===== src/rtl/ipc_doorbell_pkg.sv =====
package ipc_doorbell_pkg;
  localparam int SEL_W = 3;

  typedef enum logic [SEL_W-1:0] {
    SEL_INI_PRI = 3'd0,
    SEL_INI_EXT = 3'd1,
    SEL_INI_ACK = 3'd2,
    SEL_TGT_PRI = 3'd3,
    SEL_TGT_EXT = 3'd4,
    SEL_TGT_ACK = 3'd5,
    SEL_CTRL    = 3'd6,
    SEL_NONE    = 3'd7
  } reg_sel_e;

  localparam int CTRL_EN_BUSY = 0;
  localparam int CTRL_EN_DONE = 1;
  localparam int CTRL_OVR     = 2;
endpackage


===== src/rtl/dbl_rst_sync.sv =====
module dbl_rst_sync #(
  parameter int STAGES = 2
) (
  input  logic clk,
  input  logic rst_n,
  output logic srst_n
);
  logic [STAGES-1:0] sh_q;

  always_ff @(posedge clk or negedge rst_n) begin
    if (!rst_n) sh_q <= '0;
    else        sh_q <= {sh_q[STAGES-2:0], 1'b1};
  end

  assign srst_n = sh_q[STAGES-1];
endmodule


===== src/rtl/dbl_ini_lane.sv =====
module dbl_ini_lane #(
  parameter int DATA_W = 32
) (
  input  logic              clk,
  input  logic              rst_n,
  input  logic              h_pri_we,
  input  logic              h_ext_we,
  input  logic              h_ack_we,
  input  logic [DATA_W-1:0] h_wdata,
  input  logic              d_ack_we,
  input  logic [DATA_W-1:0] d_wdata,
  input  logic              ovr_clr,
  output logic              busy_o,
  output logic              done_o,
  output logic              ovr_o,
  output logic [DATA_W-2:0] pay_o,
  output logic [DATA_W-1:0] ext_o
);
  localparam int BUSY_B = DATA_W - 1;
  localparam int DONE_B = DATA_W - 2;

  logic              busy_q, busy_d, done_q, done_d, ovr_q, ovr_d;
  logic              pay_en, ext_en;
  logic [DATA_W-2:0] pay_q;
  logic [DATA_W-1:0] ext_q;

  always_comb begin
    busy_d = busy_q;
    done_d = done_q;
    ovr_d  = ovr_q;
    pay_en = 1'b0;
    ext_en = h_ext_we && !busy_q;
    if (ovr_clr) ovr_d = 1'b0;
    if (h_pri_we && h_wdata[BUSY_B]) begin
      if (busy_q) begin
        ovr_d = 1'b1;
      end else begin
        busy_d = 1'b1;
        pay_en = 1'b1;
      end
    end
    if (h_ack_we && h_wdata[DONE_B]) done_d = 1'b0;
    if (d_ack_we && d_wdata[DONE_B]) begin
      done_d = 1'b1;
      if (busy_q) busy_d = 1'b0;
    end
  end

  always_ff @(posedge clk or negedge rst_n) begin
    if (!rst_n) begin
      busy_q <= 1'b0;
      done_q <= 1'b0;
      ovr_q  <= 1'b0;
      pay_q  <= '0;
      ext_q  <= '0;
    end else begin
      busy_q <= busy_d;
      done_q <= done_d;
      ovr_q  <= ovr_d;
      if (pay_en) pay_q <= h_wdata[BUSY_B-1:0];
      if (ext_en) ext_q <= h_wdata;
    end
  end

  assign busy_o = busy_q;
  assign done_o = done_q;
  assign ovr_o  = ovr_q;
  assign pay_o  = pay_q;
  assign ext_o  = ext_q;
endmodule


===== src/rtl/dbl_tgt_lane.sv =====
module dbl_tgt_lane #(
  parameter int DATA_W = 32
) (
  input  logic              clk,
  input  logic              rst_n,
  input  logic              d_pri_we,
  input  logic              d_ext_we,
  input  logic [DATA_W-1:0] d_wdata,
  input  logic              h_pri_we,
  input  logic              h_ack_we,
  input  logic [DATA_W-1:0] h_wdata,
  output logic              busy_o,
  output logic              ack_o,
  output logic [DATA_W-2:0] pay_o,
  output logic [DATA_W-1:0] ext_o
);
  localparam int BUSY_B = DATA_W - 1;

  logic              busy_q, busy_d, ack_q, ack_d;
  logic              pay_en, ext_en;
  logic [DATA_W-2:0] pay_q;
  logic [DATA_W-1:0] ext_q;

  always_comb begin
    busy_d = busy_q;
    ack_d  = ack_q;
    pay_en = d_pri_we && d_wdata[BUSY_B] && !busy_q;
    ext_en = d_ext_we && !busy_q;
    if (h_pri_we && h_wdata[BUSY_B]) busy_d = 1'b0;
    if (h_ack_we && !h_wdata[BUSY_B]) ack_d = 1'b0;
    if (pay_en) begin
      busy_d = 1'b1;
      ack_d  = 1'b1;
    end
  end

  always_ff @(posedge clk or negedge rst_n) begin
    if (!rst_n) begin
      busy_q <= 1'b0;
      ack_q  <= 1'b0;
      pay_q  <= '0;
      ext_q  <= '0;
    end else begin
      busy_q <= busy_d;
      ack_q  <= ack_d;
      if (pay_en) pay_q <= d_wdata[BUSY_B-1:0];
      if (ext_en) ext_q <= d_wdata;
    end
  end

  assign busy_o = busy_q;
  assign ack_o  = ack_q;
  assign pay_o  = pay_q;
  assign ext_o  = ext_q;
endmodule


===== src/rtl/ipc_doorbell.sv =====
module ipc_doorbell
  import ipc_doorbell_pkg::*;
#(
  parameter int DATA_W     = 32,
  parameter int RST_STAGES = 2
) (
  input  logic              clk,
  input  logic              rst_n,
  input  logic [SEL_W-1:0]  hst_addr,
  input  logic [DATA_W-1:0] hst_wdata,
  input  logic              hst_we,
  output logic [DATA_W-1:0] hst_rdata,
  input  logic [SEL_W-1:0]  dsp_addr,
  input  logic [DATA_W-1:0] dsp_wdata,
  input  logic              dsp_we,
  output logic [DATA_W-1:0] dsp_rdata,
  output logic              host_irq,
  output logic              dsp_doorbell
);
  localparam int DONE_B = DATA_W - 2;

  logic              srst_n;
  logic              ini_busy, ini_done, ovr, tgt_busy, tgt_ack;
  logic [DATA_W-2:0] ini_pay, tgt_pay;
  logic [DATA_W-1:0] ini_ext, tgt_ext;
  logic [DATA_W-1:0] ini_pri_w, ini_ack_w, tgt_pri_w, tgt_ack_w, ctrl_w;
  logic              en_busy_q, en_done_q, en_busy_d, en_done_d, ctrl_we;
  reg_sel_e          h_sel, d_sel;

  assign h_sel   = reg_sel_e'(hst_addr);
  assign d_sel   = reg_sel_e'(dsp_addr);
  assign ctrl_we = hst_we && (h_sel == SEL_CTRL);

  dbl_rst_sync #(.STAGES(RST_STAGES)) u_rst (
    .clk(clk), .rst_n(rst_n), .srst_n(srst_n)
  );

  dbl_ini_lane #(.DATA_W(DATA_W)) u_ini (
    .clk(clk), .rst_n(srst_n),
    .h_pri_we(hst_we && (h_sel == SEL_INI_PRI)),
    .h_ext_we(hst_we && (h_sel == SEL_INI_EXT)),
    .h_ack_we(hst_we && (h_sel == SEL_INI_ACK)),
    .h_wdata(hst_wdata),
    .d_ack_we(dsp_we && (d_sel == SEL_INI_ACK)),
    .d_wdata(dsp_wdata),
    .ovr_clr(ctrl_we && hst_wdata[CTRL_OVR]),
    .busy_o(ini_busy), .done_o(ini_done), .ovr_o(ovr),
    .pay_o(ini_pay), .ext_o(ini_ext)
  );

  dbl_tgt_lane #(.DATA_W(DATA_W)) u_tgt (
    .clk(clk), .rst_n(srst_n),
    .d_pri_we(dsp_we && (d_sel == SEL_TGT_PRI)),
    .d_ext_we(dsp_we && (d_sel == SEL_TGT_EXT)),
    .d_wdata(dsp_wdata),
    .h_pri_we(hst_we && (h_sel == SEL_TGT_PRI)),
    .h_ack_we(hst_we && (h_sel == SEL_TGT_ACK)),
    .h_wdata(hst_wdata),
    .busy_o(tgt_busy), .ack_o(tgt_ack),
    .pay_o(tgt_pay), .ext_o(tgt_ext)
  );

  always_comb begin
    en_busy_d = en_busy_q;
    en_done_d = en_done_q;
    if (ctrl_we) begin
      en_busy_d = hst_wdata[CTRL_EN_BUSY];
      en_done_d = hst_wdata[CTRL_EN_DONE];
    end
  end

  always_ff @(posedge clk or negedge srst_n) begin
    if (!srst_n) begin
      en_busy_q <= 1'b0;
      en_done_q <= 1'b0;
    end else begin
      en_busy_q <= en_busy_d;
      en_done_q <= en_done_d;
    end
  end

  always_comb begin
    ini_pri_w = {ini_busy, ini_pay};
    tgt_pri_w = {tgt_busy, tgt_pay};
    ini_ack_w = '0;
    ini_ack_w[DONE_B] = ini_done;
    tgt_ack_w = '0;
    tgt_ack_w[DATA_W-1] = tgt_ack;
    ctrl_w = '0;
    ctrl_w[CTRL_EN_BUSY] = en_busy_q;
    ctrl_w[CTRL_EN_DONE] = en_done_q;
    ctrl_w[CTRL_OVR]     = ovr;
  end

  always_comb begin
    unique case (h_sel)
      SEL_INI_PRI: hst_rdata = ini_pri_w;
      SEL_INI_EXT: hst_rdata = ini_ext;
      SEL_INI_ACK: hst_rdata = ini_ack_w;
      SEL_TGT_PRI: hst_rdata = tgt_pri_w;
      SEL_TGT_EXT: hst_rdata = tgt_ext;
      SEL_TGT_ACK: hst_rdata = tgt_ack_w;
      SEL_CTRL:    hst_rdata = ctrl_w;
      default:     hst_rdata = '0;
    endcase
  end

  always_comb begin
    unique case (d_sel)
      SEL_INI_PRI: dsp_rdata = ini_pri_w;
      SEL_INI_EXT: dsp_rdata = ini_ext;
      SEL_INI_ACK: dsp_rdata = ini_ack_w;
      SEL_TGT_PRI: dsp_rdata = tgt_pri_w;
      SEL_TGT_EXT: dsp_rdata = tgt_ext;
      SEL_TGT_ACK: dsp_rdata = tgt_ack_w;
      default:     dsp_rdata = '0;
    endcase
  end

  assign host_irq     = (tgt_busy && en_busy_q) || (ini_done && en_done_q);
  assign dsp_doorbell = ini_busy;
endmodule


===== config.mk =====
export PLATFORM = sky130hd
export DESIGN_NAME = ipc_doorbell
export DESIGN_NICKNAME = d
export VERILOG_FILES = /design/src/rtl/ipc_doorbell_pkg.sv /design/src/rtl/dbl_rst_sync.sv /design/src/rtl/dbl_ini_lane.sv /design/src/rtl/dbl_tgt_lane.sv /design/src/rtl/ipc_doorbell.sv
export SDC_FILE = /design/constraint.sdc
export NUM_CORES = 1
export LEC_CHECK = 0
export BUFFER_PORTS_ARGS = -buffer_cell sky130_fd_sc_hd__buf_2
export CAP_MARGIN = 20
export CORE_MARGIN = 4
export CORE_UTILIZATION = 40
export DETAILED_ROUTE_END_ITERATION = 16
export PLACE_DENSITY = 0.66
export SETUP_SLACK_MARGIN = 0.05
export SLEW_MARGIN = 10
export SYNTH_ARGS = -nofsm -noshare
export SYNTH_HDL_FRONTEND = slang
export SYNTH_SLANG_ARGS = --single-unit

===== constraint.sdc =====
create_clock -name clk -period 5.8 [get_ports clk]
set_clock_uncertainty 0.05 [all_clocks]
set_input_delay 1.45 -clock clk [delete_from_list [all_inputs] [get_ports clk]]
set_output_delay 1.45 -clock clk [all_outputs]
set_load 0.005 [all_outputs]

After elaboration in Yosys (flattened, before gate mapping) --
Cells that the tools add are included.
Storage, ports and cells: word-level logic and storage cells 69, output and inout bits 66, input port bits 74, register bits after elaboration 135
Cells by class: muxes and demuxes 16, reduce and logical (&&, ||, !) cells 30, eq/ne operators 11
Operators by type and width (number):
- 32-bit one-hot mux with 7 select lines | 1
- 32-bit one-hot mux with 6 select lines | 1
- 1-bit logical AND | 21
- 3-bit == test (second input constant) | 5
- 1-bit two-way mux | 14
- 3-bit by 2-bit == test with 1-bit output (second input constant) | 4
- 3-bit by 1-bit == test with 1-bit output (second input constant) | 2
- 3-bit zero test | 2
- 2-bit nonzero test | 3
- 1-bit zero test | 3
- 1-bit logical OR | 1

Logic depth before layout (Yosys ltp) --
Gate-level depths: netlist of run 1.
depth after elaboration 6, mapped depth 7, gate-level depth less buffers 3

Hierarchy --
A second synthesis of run 1 with hierarchy kept.
Second synthesis, totals: cells, all modules 589, area, all modules 7548.5 um^2
Modules (own cells, without submodules):
- dbl_ini_lane | times used 1, cells each 145, area an instance 2667.6 um^2
- dbl_tgt_lane | times used 1, cells each 142, area an instance 2626.3 um^2
- ipc_doorbell | times used 1, cells each 299, area an instance 2200.9 um^2
- dbl_rst_sync | times used 1, cells each 3, area an instance 53.8 um^2

Least setup slack after synthesis of run 1 --
No wires, ideal clock.
kind input to output, from input dsp_addr[0], to output dsp_rdata[10], arrival 2.533 ns, stages on the path 5, path slack 1.767 ns, cell sequence buf_4 clkbuf_1 mux2_2 a22oi_1 o21ai_0
On the way: cells in the longest elaborated chain, start to end 2, elaborated cells between the ends (all ways) 7, classes of those cells eq/ne (5); mux (1); reduce/logical (1)
Ends and longest elaborated chain:
- from (decl) | RTL line ipc_doorbell.sv:13 | input logic [SEL_W-1:0] dsp_addr,
- 3-bit == test (tied with other cells) | RTL line ipc_doorbell.sv:109 | unique case (d_sel)
- 32-bit one-hot mux with 6 select lines * | RTL line ipc_doorbell.sv:109
- to (decl) | RTL line ipc_doorbell.sv:16 | output logic [DATA_W-1:0] dsp_rdata,
Mark *: on every way between the ends. The rest lies on a longest branch, timed or not.

Worst setup path in the final report of run 1 --
from input dsp_addr[1], to output dsp_rdata[6]
Same word-level chain as after synthesis.

==> results of run 1 <==
[power by group through the flow]
| stage | Clock (mW) | Sequential [mW] | Combinational, mW |
|---|---|---|---|
| after floorplan | 0 | 1.35 | 0.509 |
| after global placement | 0 | 1.38 | 0.684 |
| after detailed placement | 0 | 1.41 | 0.707 |
| after CTS | 1.10 | 1.40 | 0.712 |
| after global routing | 1.15 | 1.43 | 0.776 |
| final | 1.09 | 1.40 | 0.705 |
[cells by family after synthesis]
family          synth area share (%)
compound gates                  13.7
mux                             31.6
simple gates                    4.10
other cells                   0.0518
flops                           46.7
buf+inv                         3.85
[how the worst max path moves through the flow]
stage                             from                    end  slack (ns)  cells after the start
4_1_cts                    dsp_addr[1]           dsp_rdata[6]        0.85                      5
3_3_place_gp               dsp_addr[1]           dsp_rdata[6]        0.89                      5
5_1_grt                    dsp_addr[1]           dsp_rdata[2]        0.70                      5
3_5_place_dp               dsp_addr[1]           dsp_rdata[6]        0.85                      5
6_report                   dsp_addr[1]           dsp_rdata[6]        0.83                      5
2_1_floorplan  u_rst.sh_q[1]$_DFF_PN0_  en_busy_q$_DFFE_PN0P_        1.71                      0
[cells in the final DEF, fill, tap and decap left out, types with 17 or more instances in the layout]
cell type	netlist	final
sky130_fd_sc_hd__o21ai_0	31	31
sky130_fd_sc_hd__mux2_2	136	136
sky130_fd_sc_hd__o2bb2ai_1	27	27
sky130_fd_sc_hd__mux2i_1	19	19
sky130_fd_sc_hd__mux2_4	28	28
sky130_fd_sc_hd__buf_2	12	139
sky130_fd_sc_hd__clkbuf_16	0	17
sky130_fd_sc_hd__nand2_1	34	34
sky130_fd_sc_hd__a22oi_1	47	47
sky130_fd_sc_hd__dfrtp_1	135	134
[registers in the layout (all words and copies together) (netlist names)]
signal        cells
en_busy_q         1
u_tgt.ext_o      32
u_ini.busy_o      1
u_ini.done_o      1
u_rst.sh_q        2
u_ini.ovr_o       1
u_tgt.ack_o       1
u_tgt.busy_o      1
u_ini.pay_o      31
en_done_q         1
u_ini.ext_o      32
u_tgt.pay_o      31
[metrics by stage]
stage,area (um^2),worst slack (ns)
after floorplan,7240,1.71
after global placement,8040,0.892
after detailed placement,8040,0.852
after CTS,8630,0.849
after global routing,8630,0.697
final,8630,0.825
[final cells by class]
type / instances / area [um^2] / area share [%]
Sequential cell: 135 / 3380 / 39.2
Timing Repair Buffer: 147 / 756 / 8.76
Tap cell: 225 / 282 / 3.26
Clock buffer: 24 / 492 / 5.70
Inverter: 3 / 11.3 / 0.130
Multi-Input combinational cell: 392 / 3610 / 41.9
Clock inverter: 7 / 93.8 / 1.09
[worst reg2reg max path, stage by stage, from the launching register on]
cell                       delay [ns]
sky130_fd_sc_hd__dfrtp_1         0.45
sky130_fd_sc_hd__nor3b_1         0.32
sky130_fd_sc_hd__nand3b_1        0.73
sky130_fd_sc_hd__buf_4           0.54
sky130_fd_sc_hd__mux2_2          0.32
[metal layers]
layer / wire length [um] / GRT usage, %
met2: 10700 / 36.2
met1: 8890 / 27.6
met5: 0 / 0
met3: 1420 / 4.33
met4: 390 / 7.35
==> results by group, run 1 <==
Status
  • Outcome: completed

Floorplanning
  • I/O pin count: between 100 and 150
  • Site row count: 48
  • Floorplan core area: roughly 18,000 um^2
  • X dimension of the die: roughly 140 um
  • Die footprint: about 20,000 um^2
  • Starting density of the core: roughly two fifths
  • Die Ht: between 100 and 150 um

Drt
  • Final routed wire length divided by cell count: approximately 23 um
  • Antenna viol nets, final: 0
  • Number of detailed-route iterations in the first pass: 4
  • Vias post-DR: 5,418
  • # DRC: 0
  • DRC violation total after the first TritonRoute iteration: 504
  • Final Routed Wirelength: about 21 mm
  • Via-to-Cell Ratio: around 5.8

Finish
  • Net count, final: 770
  • Final cell count without fillers: ~930
  • Fill cell instance count of the final layout: roughly 1,600
  • Number of antenna cells inserted: 0
  • Layout cell share with drive strength beyond 1: between 40% and 50%
  • End-of-flow core utilization: roughly 50%
  • Layout-stage area growth over the synthesis result: 19.2%

Synth
  • Synthesized instance count: slightly below 600
  • Most used standard cell by instance count after synthesis: sky130_fd_sc_hd__mux2_2
  • Most common library cells after synthesis: sky130_fd_sc_hd__mux2_2, sky130_fd_sc_hd__dfrtp_1, sky130_fd_sc_hd__a22oi_1, sky130_fd_sc_hd__nand2_1, sky130_fd_sc_hd__o21ai_0
  • Post-synth net total: 657
  • Post-synthesis area per instance: 12.4 um^2
  • Most used flip-flop cell after synthesis: sky130_fd_sc_hd__dfrtp_1
  • Cell taking the most area after synthesis: sky130_fd_sc_hd__dfrtp_1
  • Total number of yosys warnings: 0
  • Number of synthesized register bits: between 100 and 150
  • FFs w/ async S/R, synth: 100%
  • Sequential share of the synthesized area: 46.7%
  • Number of distinct library cells after synthesis: 40
  • Cell area after technology mapping: between 7000 and 8000 um^2
  • Ranking of synthesized cells by area: sky130_fd_sc_hd__dfrtp_1, sky130_fd_sc_hd__mux2_2, sky130_fd_sc_hd__mux2_4
  • Area share of the leading cell type in the synthesized netlist: between 40% and 50%
  • Number of enable-type register cells in the synthesized netlist: 0

Pwr
  • Share of total power in combinational logic: between 20 and 25%
  • Flop pwr share: between 40% and 50%
  • Cell internal pwr: around 2.3 mW
  • Switch share: between 20% and 30%
  • Static leakage power: around 3.9 nW
  • Proportion of power drawn by the clock network: between 30% and 40%
  • Switching pwr: 0.900 mW
  • Power consumption: around 3.2 mW
  • Total power per unit cell area: about 370 nW/um^2
  • Worst ir drop on vdd: approximately 0.00020 V

Clock network
  • Number of buffers added to fix hold violations after cts: 0
  • Clock tree buffer depth: 2
  • Cts bufs inserted: 17
  • Quantity of gates resized following cts: 0
  • Root Driver: sky130_fd_sc_hd__clkbuf_16
  • Number of sinks handled by clock tree synthesis: around 140
  • Clock-pin slew reported for the worst setup and hold paths after clock tree synthesis: 0.06 ns
  • Number of setup buffers added after CTS: 0
  • H-tree levels: 4
  • Worst-skew pair later-pin latency: about 0.42 ns
  • Clock tree from TritonCTS: built

Global route
  • Via count of the first global-routing pass: approximately 5,900
  • Grt ovf: 0
  • Global-route wire length before repair: 33.8 mm
  • Global routing usage summed across all routing layers: between 20% and 30%
  • Pin count of the biggest net entering global routing: between 70 and 80
  • Number of antenna violations at the first check in global routing: 0

Worst setup path
  • Endpoint of the most critical register-to-register path: u_ini.ext_o[19]$_DFFE_PN0P_
  • Kind of start point of the critical path: input port
  • Worst Reg2Reg Path Length in Cells: 4
  • Data arrival at the endpoint of the critical path: between 3 and 4 ns
  • Top cell by count, worst path: sky130_fd_sc_hd__buf_2
  • R2r startpoint: u_ini.busy_o$_DFF_PN0_
  • Slowest cell on the critical path: sky130_fd_sc_hd__and3b_2
  • Largest fanout on the critical path: 38
  • Required @ worst endpoint: 4.30 ns
  • Worst setup path category: input port to output pin
  • Critical Path Sink Type: output pin
  • Worst Path Buf+Inv: 2
  • R2R Setup Slk: roughly 3.3 ns
  • Cell chain of the critical path: buf_2 > and3b_2 > a22oi_1 > o21ai_0 > buf_2
  • Max stage delay on crit path: 0.82 ns
  • Cell family with the largest share of critical-path delay: simple AND/OR/NAND/NOR gates

Worst hold path
  • Worst Hold Launch: u_rst.sh_q[0]$_DFF_PN0_
  • Class of the tightest hold or removal check: register to register
  • Hold path cells: 0
  • End point of the most critical hold path: u_rst.sh_q[1]$_DFF_PN0_

Timing
  • Headroom to the max-slew limit: between 30 and 40%
  • Max Slew Vio Count: 0
  • Worst hold slack: ~0.31 ns
  • Top achievable clock speed: slightly above 0.2 GHz
  • Worst Tran Pin Value: 1.04 ns
  • Setup violations, final: 0
  • Setup repair after global routing missed its margin: false
  • Minimum clock period after layout: between 4 and 5 ns
  • Post-route clock period utilization: between 80 and 90%
  • Final Hold Violating Endpoints: 0
  • Setup tns final: 0 ns

Placed design
  • Placed cell count: approximately 900
  • Number of input and output port buffers inserted: roughly 140
  • Detail Placement HPWL: between 10 and 15 mm
  • Final GP Congestion: 0.778

Job
  • Max_cap viols: 0
Note: power is estimated with default switching activity, not from simulation.
==> run 2: changes to the inputs <==
--- a/config.mk
+++ b/config.mk
@@ -11,6 +11,7 @@
 export CORE_UTILIZATION = 40
 export DETAILED_ROUTE_END_ITERATION = 16
 export PLACE_DENSITY = 0.66
+export REMOVE_ABC_BUFFERS = 1
 export SETUP_SLACK_MARGIN = 0.05
 export SLEW_MARGIN = 10
 export SYNTH_ARGS = -nofsm -noshare
==> run 2 against run 1 <==
  * Hold slack worse by 0.0038 ns
  * Sequential share of layout area fell by 0.21 points
  * Via count is 1.1% higher
  * Register-to-register slack gained 0.08 ns
  * First-iteration DRC count shrank 23%
  * Maximum frequency is 1.6% higher
  * Clock power up 6%
  * Non-clock buffer count stayed put
  * Combinational power about the same
  * Global-route usage shrank 0.62 points
  * Critical path type unchanged
  * Critical endpoint is now dsp_rdata[9]
  * Largest power group unchanged
==> results by group, run 2 (synthesized netlist as in run 1, its figures left out) <==
Worst setup path
  • Largest fanout on the critical path: 32
  • Worst setup path category: input port to output pin
  • Logic depth of the worst setup path including buffers: 5
  • Worst Path Buf+Inv: 2
  • Top cell by count, worst path: sky130_fd_sc_hd__buf_2
  • Cell chain of the critical path: buf_2 > and3b_2 > a22oi_1 > o21ai_0 > buf_2
  • Max stage delay on crit path: 0.90 ns
  • CP Capture Point: dsp_rdata[9]
  • Worst Reg2Reg Path Length in Cells: 4
  • R2r startpoint: u_ini.busy_o$_DFF_PN0_
  • R2R Setup Slk: 3.36 ns
  • Required @ worst endpoint: around 4.3 ns
  • Data arrival at the endpoint of the critical path: around 3.4 ns
  • Endpoint of the most critical register-to-register path: u_ini.ext_o[17]$_DFFE_PN0P_
  • Slowest cell on the critical path: sky130_fd_sc_hd__and3b_2
  • Crit. Startpoint: dsp_addr[0]
  • Critical Path Sink Type: output pin
  • Kind of start point of the critical path: input port
  • Cell family with the largest share of critical-path delay: simple AND/OR/NAND/NOR gates

Timing
  • Setup violations, final: 0
  • Setup tns final: 0 ns
  • Max Slew Vio Count: 0
  • Post-route clock period utilization: 84.4%
  • Final Hold Violating Endpoints: 0
  • Minimum clock period after layout: 4.90 ns
  • Top achievable clock speed: 0.204 GHz
  • Setup repair after global routing missed its margin: false
  • Headroom to the max-slew limit: 29.6%
  • Worst hold slack: 0.308 ns
  • Worst Tran Pin Value: between 1 and 1.5 ns

Clock network
  • Number of sinks handled by clock tree synthesis: around 140
  • Root Driver: sky130_fd_sc_hd__clkbuf_16
  • Number of buffers added to fix hold violations after cts: 0
  • Quantity of gates resized following cts: 0
  • H-tree levels: 4
  • Number of setup buffers added after CTS: 0
  • Clock tree buffer depth: 2
  • Clock tree from TritonCTS: built
  • Worst-skew pair later-pin latency: around 0.42 ns
  • Cts bufs inserted: 17
  • Clock-pin slew reported for the worst setup and hold paths after clock tree synthesis: about 0.060 ns

Global route
  • Number of antenna violations at the first check in global routing: 2
  • Pin count of the biggest net entering global routing: 76
  • Global routing usage summed across all routing layers: about a fifth
  • Global-route wire length before repair: 33.0 mm
  • Grt ovf: 0
  • Via count of the first global-routing pass: around 6,000

Drt
  • Final routed wire length divided by cell count: around 22 um
  • Number of detailed-route iterations in the first pass: 5
  • # DRC: 0
  • DRC violation total after the first TritonRoute iteration: between 300 and 400
  • Antenna viol nets, final: 0
  • Vias post-DR: between 5,000 and 6,000
  • Via-to-Cell Ratio: 5.86
  • Final Routed Wirelength: roughly 21 mm

Finish
  • FF+latch area: approximately 3400 um^2
  • Final cell count without fillers: about 930
  • Number of antenna cells inserted: 0
  • Net count, final: 770
  • End-of-flow core utilization: between 40 and 50%
  • Commonest cells after routing, fill and taps aside: sky130_fd_sc_hd__buf_2, sky130_fd_sc_hd__mux2_2, sky130_fd_sc_hd__dfrtp_1, sky130_fd_sc_hd__a22oi_1, sky130_fd_sc_hd__nand2_1
  • Layout cell share with drive strength beyond 1: a little under 50%
  • Leading cell type in the layout, fill and taps excluded: sky130_fd_sc_hd__buf_2
  • Multi-input combinational cell area: roughly 3600 um^2
  • Fill cell instance count of the final layout: between 1,500 and 2,000
  • Layout-stage area growth over the synthesis result: 19.8%

Floorplanning
  • Floorplan core area: between 15,000 and 20,000 um^2
  • Die footprint: about 20,000 um^2
  • Die Ht: between 100 and 150 um
  • Starting density of the core: ~41%
  • X dimension of the die: 143 um
  • I/O pin count: 140
  • Site row count: 48

Pwr
  • Static leakage power: roughly 4 nW
  • Total power per unit cell area: roughly 380 nW/um^2
  • Worst ir drop on vdd: 0.000200 V

Placed design
  • Placed cell count: 902
  • Number of input and output port buffers inserted: between 100 and 150
  • Final GP Congestion: 0.804
  • Detail Placement HPWL: roughly 13 mm

Status
  • Outcome: completed

Worst hold path
  • Class of the tightest hold or removal check: register to register

Job
  • Max_cap viols: 0
==> run 2: changes by cell type in the layout (fill, tap and decap cells not counted) <==
| cell | before | now |
|---|---|---|
| sky130_fd_sc_hd__and3_1 | 2 | 1 |
| sky130_fd_sc_hd__clkinvlp_4 | 2 | 6 |
| sky130_fd_sc_hd__clkinv_4 | 1 | 0 |
| sky130_fd_sc_hd__clkbuf_1 | 3 | 1 |
| sky130_fd_sc_hd__clkbuf_8 | 4 | 2 |
| sky130_fd_sc_hd__and3_2 | 0 | 1 |
| sky130_fd_sc_hd__bufinv_16 | 2 | 4 |
==> run 2: report_power, final <==
group | internal, mW | switching [mW]
Clock | 0.740 | 0.418
Combinational | 0.425 | 0.280
Sequential | 1.19 | 0.203
==> run 2: worst reg2reg max path, cell delays in order (launching register included) <==
cell and delay [ns]:
sky130_fd_sc_hd__dfrtp_1 0.45, sky130_fd_sc_hd__nor3b_1 0.32, sky130_fd_sc_hd__nand3b_1 0.67, sky130_fd_sc_hd__buf_4 0.51
sky130_fd_sc_hd__mux2_2 0.31
==> run 2: how the worst min path moves through the flow <==
| stage | start | to | slack (ns) | cells past startpoint |
|---|---|---|---|---|
| global route | u_rst.sh_q[0]$_DFF_PN0_ | u_rst.sh_q[1]$_DFF_PN0_ | 0.33 | 0 |
| global placement | u_rst.sh_q[0]$_DFF_PN0_ | u_rst.sh_q[1]$_DFF_PN0_ | 0.29 | 0 |
| floorplan | u_rst.sh_q[0]$_DFF_PN0_ | u_rst.sh_q[1]$_DFF_PN0_ | 0.28 | 0 |
| finish | u_rst.sh_q[0]$_DFF_PN0_ | u_rst.sh_q[1]$_DFF_PN0_ | 0.31 | 0 |
| detailed placement | u_rst.sh_q[0]$_DFF_PN0_ | u_rst.sh_q[1]$_DFF_PN0_ | 0.30 | 0 |
| CTS | u_rst.sh_q[0]$_DFF_PN0_ | u_rst.sh_q[1]$_DFF_PN0_ | 0.31 | 0 |
==> run 2: area by class of cell <==
class | count | share of cell area [%]
inverter | 3 | 0.130
timing repair buffer | 147 | 8.71
clock inverter | 12 | 2.02
sequential | 135 | 39.0
clock buffer | 20 | 5.26
multi-input combinational | 392 | 41.7
tap | 225 | 3.24
==> run 2: per-layer routing <==
layer | routed length [um] | global-route usage [%] | vias to the layer above
li1 | - | - | 2426
met1 | 8980 | 27.7 | 2796
met2 | 10200 | 34.2 | 225
met3 | 1470 | 4.40 | 25
met4 | 301 | 6.85 | 4
met5 | 25 | 0 | -
==> run 2: per-stage QoR <==
| stage | worst slack [ns] | cell area [um^2] | power [mW] |
|---|---|---|---|
| 6_report | 0.903 | 8680 | 3.26 |
| 5_1_grt | 0.837 | 8680 | 3.42 |
| 4_1_cts | 0.951 | 8680 | 3.28 |
| 2_1_floorplan | 1.32 | 6970 | 1.83 |
| 3_3_place_gp | 1.01 | 8050 | 2.07 |
| 3_5_place_dp | 0.986 | 8050 | 2.11 |
==> run 3: changes to the inputs <==
==> constraint.sdc (replaced) <==
create_clock -name clk -period 5 [get_ports clk]
set_clock_uncertainty 0.05 [all_clocks]
set_input_delay 1.25 -clock clk [delete_from_list [all_inputs] [get_ports clk]]
set_output_delay 1.25 -clock clk [all_outputs]
set_load 0.005 [all_outputs]
==> run 3 against run 2 <==
  * Utilization is 0.18 points lower
  * Die area stayed put
  * Critical path depth stayed put
  * Design area is 0.36% lower
  * Hold slack worse by 0.12 ns
  * Via count is 0.93% lower
  * Non-clock buffer count is 4 higher
  * Sequential share of layout area is 0.14 points higher
  * First-iteration DRC count is 0.78% higher
  * Setup slack worse by 0.22 ns
  * Clock power hardly changed
  * Sequential cell count stayed put
==> results by group, run 3 (synthesized netlist as in run 1, its figures left out) <==
Worst setup path
  • Top cell by count, worst path: sky130_fd_sc_hd__buf_2
  • Max stage delay on crit path: approximately 0.84 ns
  • Required @ worst endpoint: between 3 and 4 ns
  • Largest fanout on the critical path: 32
  • Cell chain of the critical path: buf_2 > and3b_2 > a22oi_1 > o21ai_0 > buf_2
  • R2R Setup Slk: roughly 2.7 ns
  • Worst setup path category: input port to output pin
  • R2r startpoint: u_ini.busy_o$_DFF_PN0_
  • Kind of start point of the critical path: input port
  • Slowest cell on the critical path: sky130_fd_sc_hd__and3b_2
  • Cell family with the largest share of critical-path delay: simple AND/OR/NAND/NOR gates
  • Worst Path Buf+Inv: 2
  • Worst Reg2Reg Path Length in Cells: 3
  • Logic depth of the worst setup path including buffers: 5
  • Data arrival at the endpoint of the critical path: roughly 3 ns
  • Critical Path Sink Type: output pin
  • Endpoint of the most critical register-to-register path: u_ini.pay_o[18]$_DFFE_PN0P_

Drt
  • Vias post-DR: between 5,000 and 6,000
  • DRC violation total after the first TritonRoute iteration: 390
  • Final Routed Wirelength: about 21 mm
  • Number of detailed-route iterations in the first pass: 5
  • Final routed wire length divided by cell count: 22.8 um
  • # DRC: 0
  • Antenna viol nets, final: 0
  • Via-to-Cell Ratio: a little under 6

Clock network
  • Quantity of gates resized following cts: 0
  • Number of setup buffers added after CTS: 0
  • Clock tree buffer depth: 2
  • Clock tree from TritonCTS: built
  • Number of buffers added to fix hold violations after cts: 0
  • Clock-pin slew reported for the worst setup and hold paths after clock tree synthesis: 0.06 ns
  • Cts bufs inserted: 17
  • Worst-skew pair later-pin latency: around 0.42 ns
  • Root Driver: sky130_fd_sc_hd__clkbuf_16
  • H-tree levels: 4
  • Number of sinks handled by clock tree synthesis: 135

Timing
  • Setup repair after global routing missed its margin: false
  • Max Slew Vio Count: 0
  • Worst hold slack: around 0.19 ns
  • Least setup slack across all paths after layout: about 0.69 ns
  • Post-route clock period utilization: 86.2%
  • Setup tns final: 0 ns
  • Final Hold Violating Endpoints: 0
  • Setup violations, final: 0
  • Worst Tran Pin Value: about 1.0 ns
  • Top achievable clock speed: about 0.23 GHz
  • Headroom to the max-slew limit: about a third
  • Minimum clock period after layout: between 4 and 5 ns

Worst hold path
  • Class of the tightest hold or removal check: register to async pin

Pwr
  • Total power per unit cell area: around 420 nW/um^2
  • Power consumption: between 3 and 4 mW
  • Static leakage power: between 3 and 4 nW
  • Worst ir drop on vdd: slightly below 0.0002 V

Floorplanning
  • Site row count: between 40 and 50
  • I/O pin count: between 100 and 150
  • Floorplan core area: around 18,000 um^2
  • Die Ht: about 140 um
  • Starting density of the core: between 40% and 50%
  • Die footprint: ~20,000 um^2
  • X dimension of the die: 143 um

Placed design
  • Detail Placement HPWL: about 14 mm
  • Final GP Congestion: 0.763
  • Worst setup slack before clock tree synthesis: between 0.7 and 0.8 ns
  • Number of input and output port buffers inserted: roughly 140
  • Placed cell count: ~910

Global route
  • Global routing usage summed across all routing layers: 21.2%
  • Via count of the first global-routing pass: just under 6,000
  • Pin count of the biggest net entering global routing: 86
  • Global-route wire length before repair: 33.4 mm
  • Grt ovf: 0
  • Number of antenna violations at the first check in global routing: 3

Job
  • Max_cap viols: 0

Finish
  • Net count, final: about 770
  • Fill cell instance count of the final layout: approximately 1,600
  • Commonest cells after routing, fill and taps aside: sky130_fd_sc_hd__buf_2, sky130_fd_sc_hd__mux2_2, sky130_fd_sc_hd__dfrtp_1, sky130_fd_sc_hd__a22oi_1, sky130_fd_sc_hd__nand2_1
  • Leading cell type in the layout, fill and taps excluded: sky130_fd_sc_hd__buf_2
  • Final cell count without fillers: around 940
  • Number of antenna cells inserted: 0
  • Layout-stage area growth over the synthesis result: 19.4%
  • Layout cell share with drive strength beyond 1: 49.0%

Status
  • Outcome: completed
==> run 3: cell count changes in the layout (fill, tap and decap cells not counted), sizes merged <==
cell,before,now
buf,147,151
bufinv,4,1
clkbuf,20,27
clkinv,2,3
clkinvlp,6,0
==> run 3: power breakdown <==
group	switching (mW)	total, mW	internal (mW)
combinational	0.337	0.835	0.498
sequential	0.234	1.62	1.38
clock	0.439	1.16	0.718
total	1.01	3.61	2.60
==> run 3: area by class of cell <==
| class | instances | area (um^2) | share of cell area (%) |
|---|---|---|---|
| repair buffers | 151 | 818 | 9.46 |
| flip-flops and latches | 135 | 3380 | 39.1 |
| well taps | 225 | 282 | 3.26 |
| clock buffers | 27 | 493 | 5.70 |
| multi-input cells | 392 | 3610 | 41.8 |
| clock inverters | 4 | 45.0 | 0.521 |
| inverters | 3 | 11.3 | 0.130 |
==> run 3: per-stage QoR <==
stage	utilization [%]	area, um^2
6_report	49.3	8650
5_1_grt	49.3	8650
4_1_cts	49.1	8620
3_5_place_dp	46.1	8080
3_3_place_gp	46.1	8080
2_1_floorplan	-	6970
==> run 3: routing by layer <==
layer / GRT usage [%] / share of wire (%) / vias up
li1: - / - / 2414
met1: 27.7 / 44 / 2807
met2: 35.6 / 49 / 174
met3: 4.77 / 5.4 / 24
met4: 5.90 / 0.82 / 6
met5: 0 / 0.10 / -
==> run 3: worst register-to-register path, cell delays in order (launching register included) <==
cell and delay, ns:
sky130_fd_sc_hd__dfrtp_1 0.45, sky130_fd_sc_hd__nor3b_1 0.31, sky130_fd_sc_hd__nand3_2 0.81, sky130_fd_sc_hd__mux2_2 0.60
==> run 3: how the worst max path moves through the flow <==
| stage | startpoint | end | slack [ns] |
|---|---|---|---|
| after global routing | hst_addr[0] | hst_rdata[2] | 0.59 |
| after CTS | dsp_addr[0] | dsp_rdata[4] | 0.69 |
| after detailed placement | dsp_addr[0] | dsp_rdata[4] | 0.70 |
| after global placement | hst_addr[0] | hst_rdata[9] | 0.71 |
| final | dsp_addr[0] | dsp_rdata[7] | 0.69 |
| after floorplan | u_rst.sh_q[1]$_DFF_PN0_ | en_busy_q$_DFFE_PN0P_ | 0.91 |
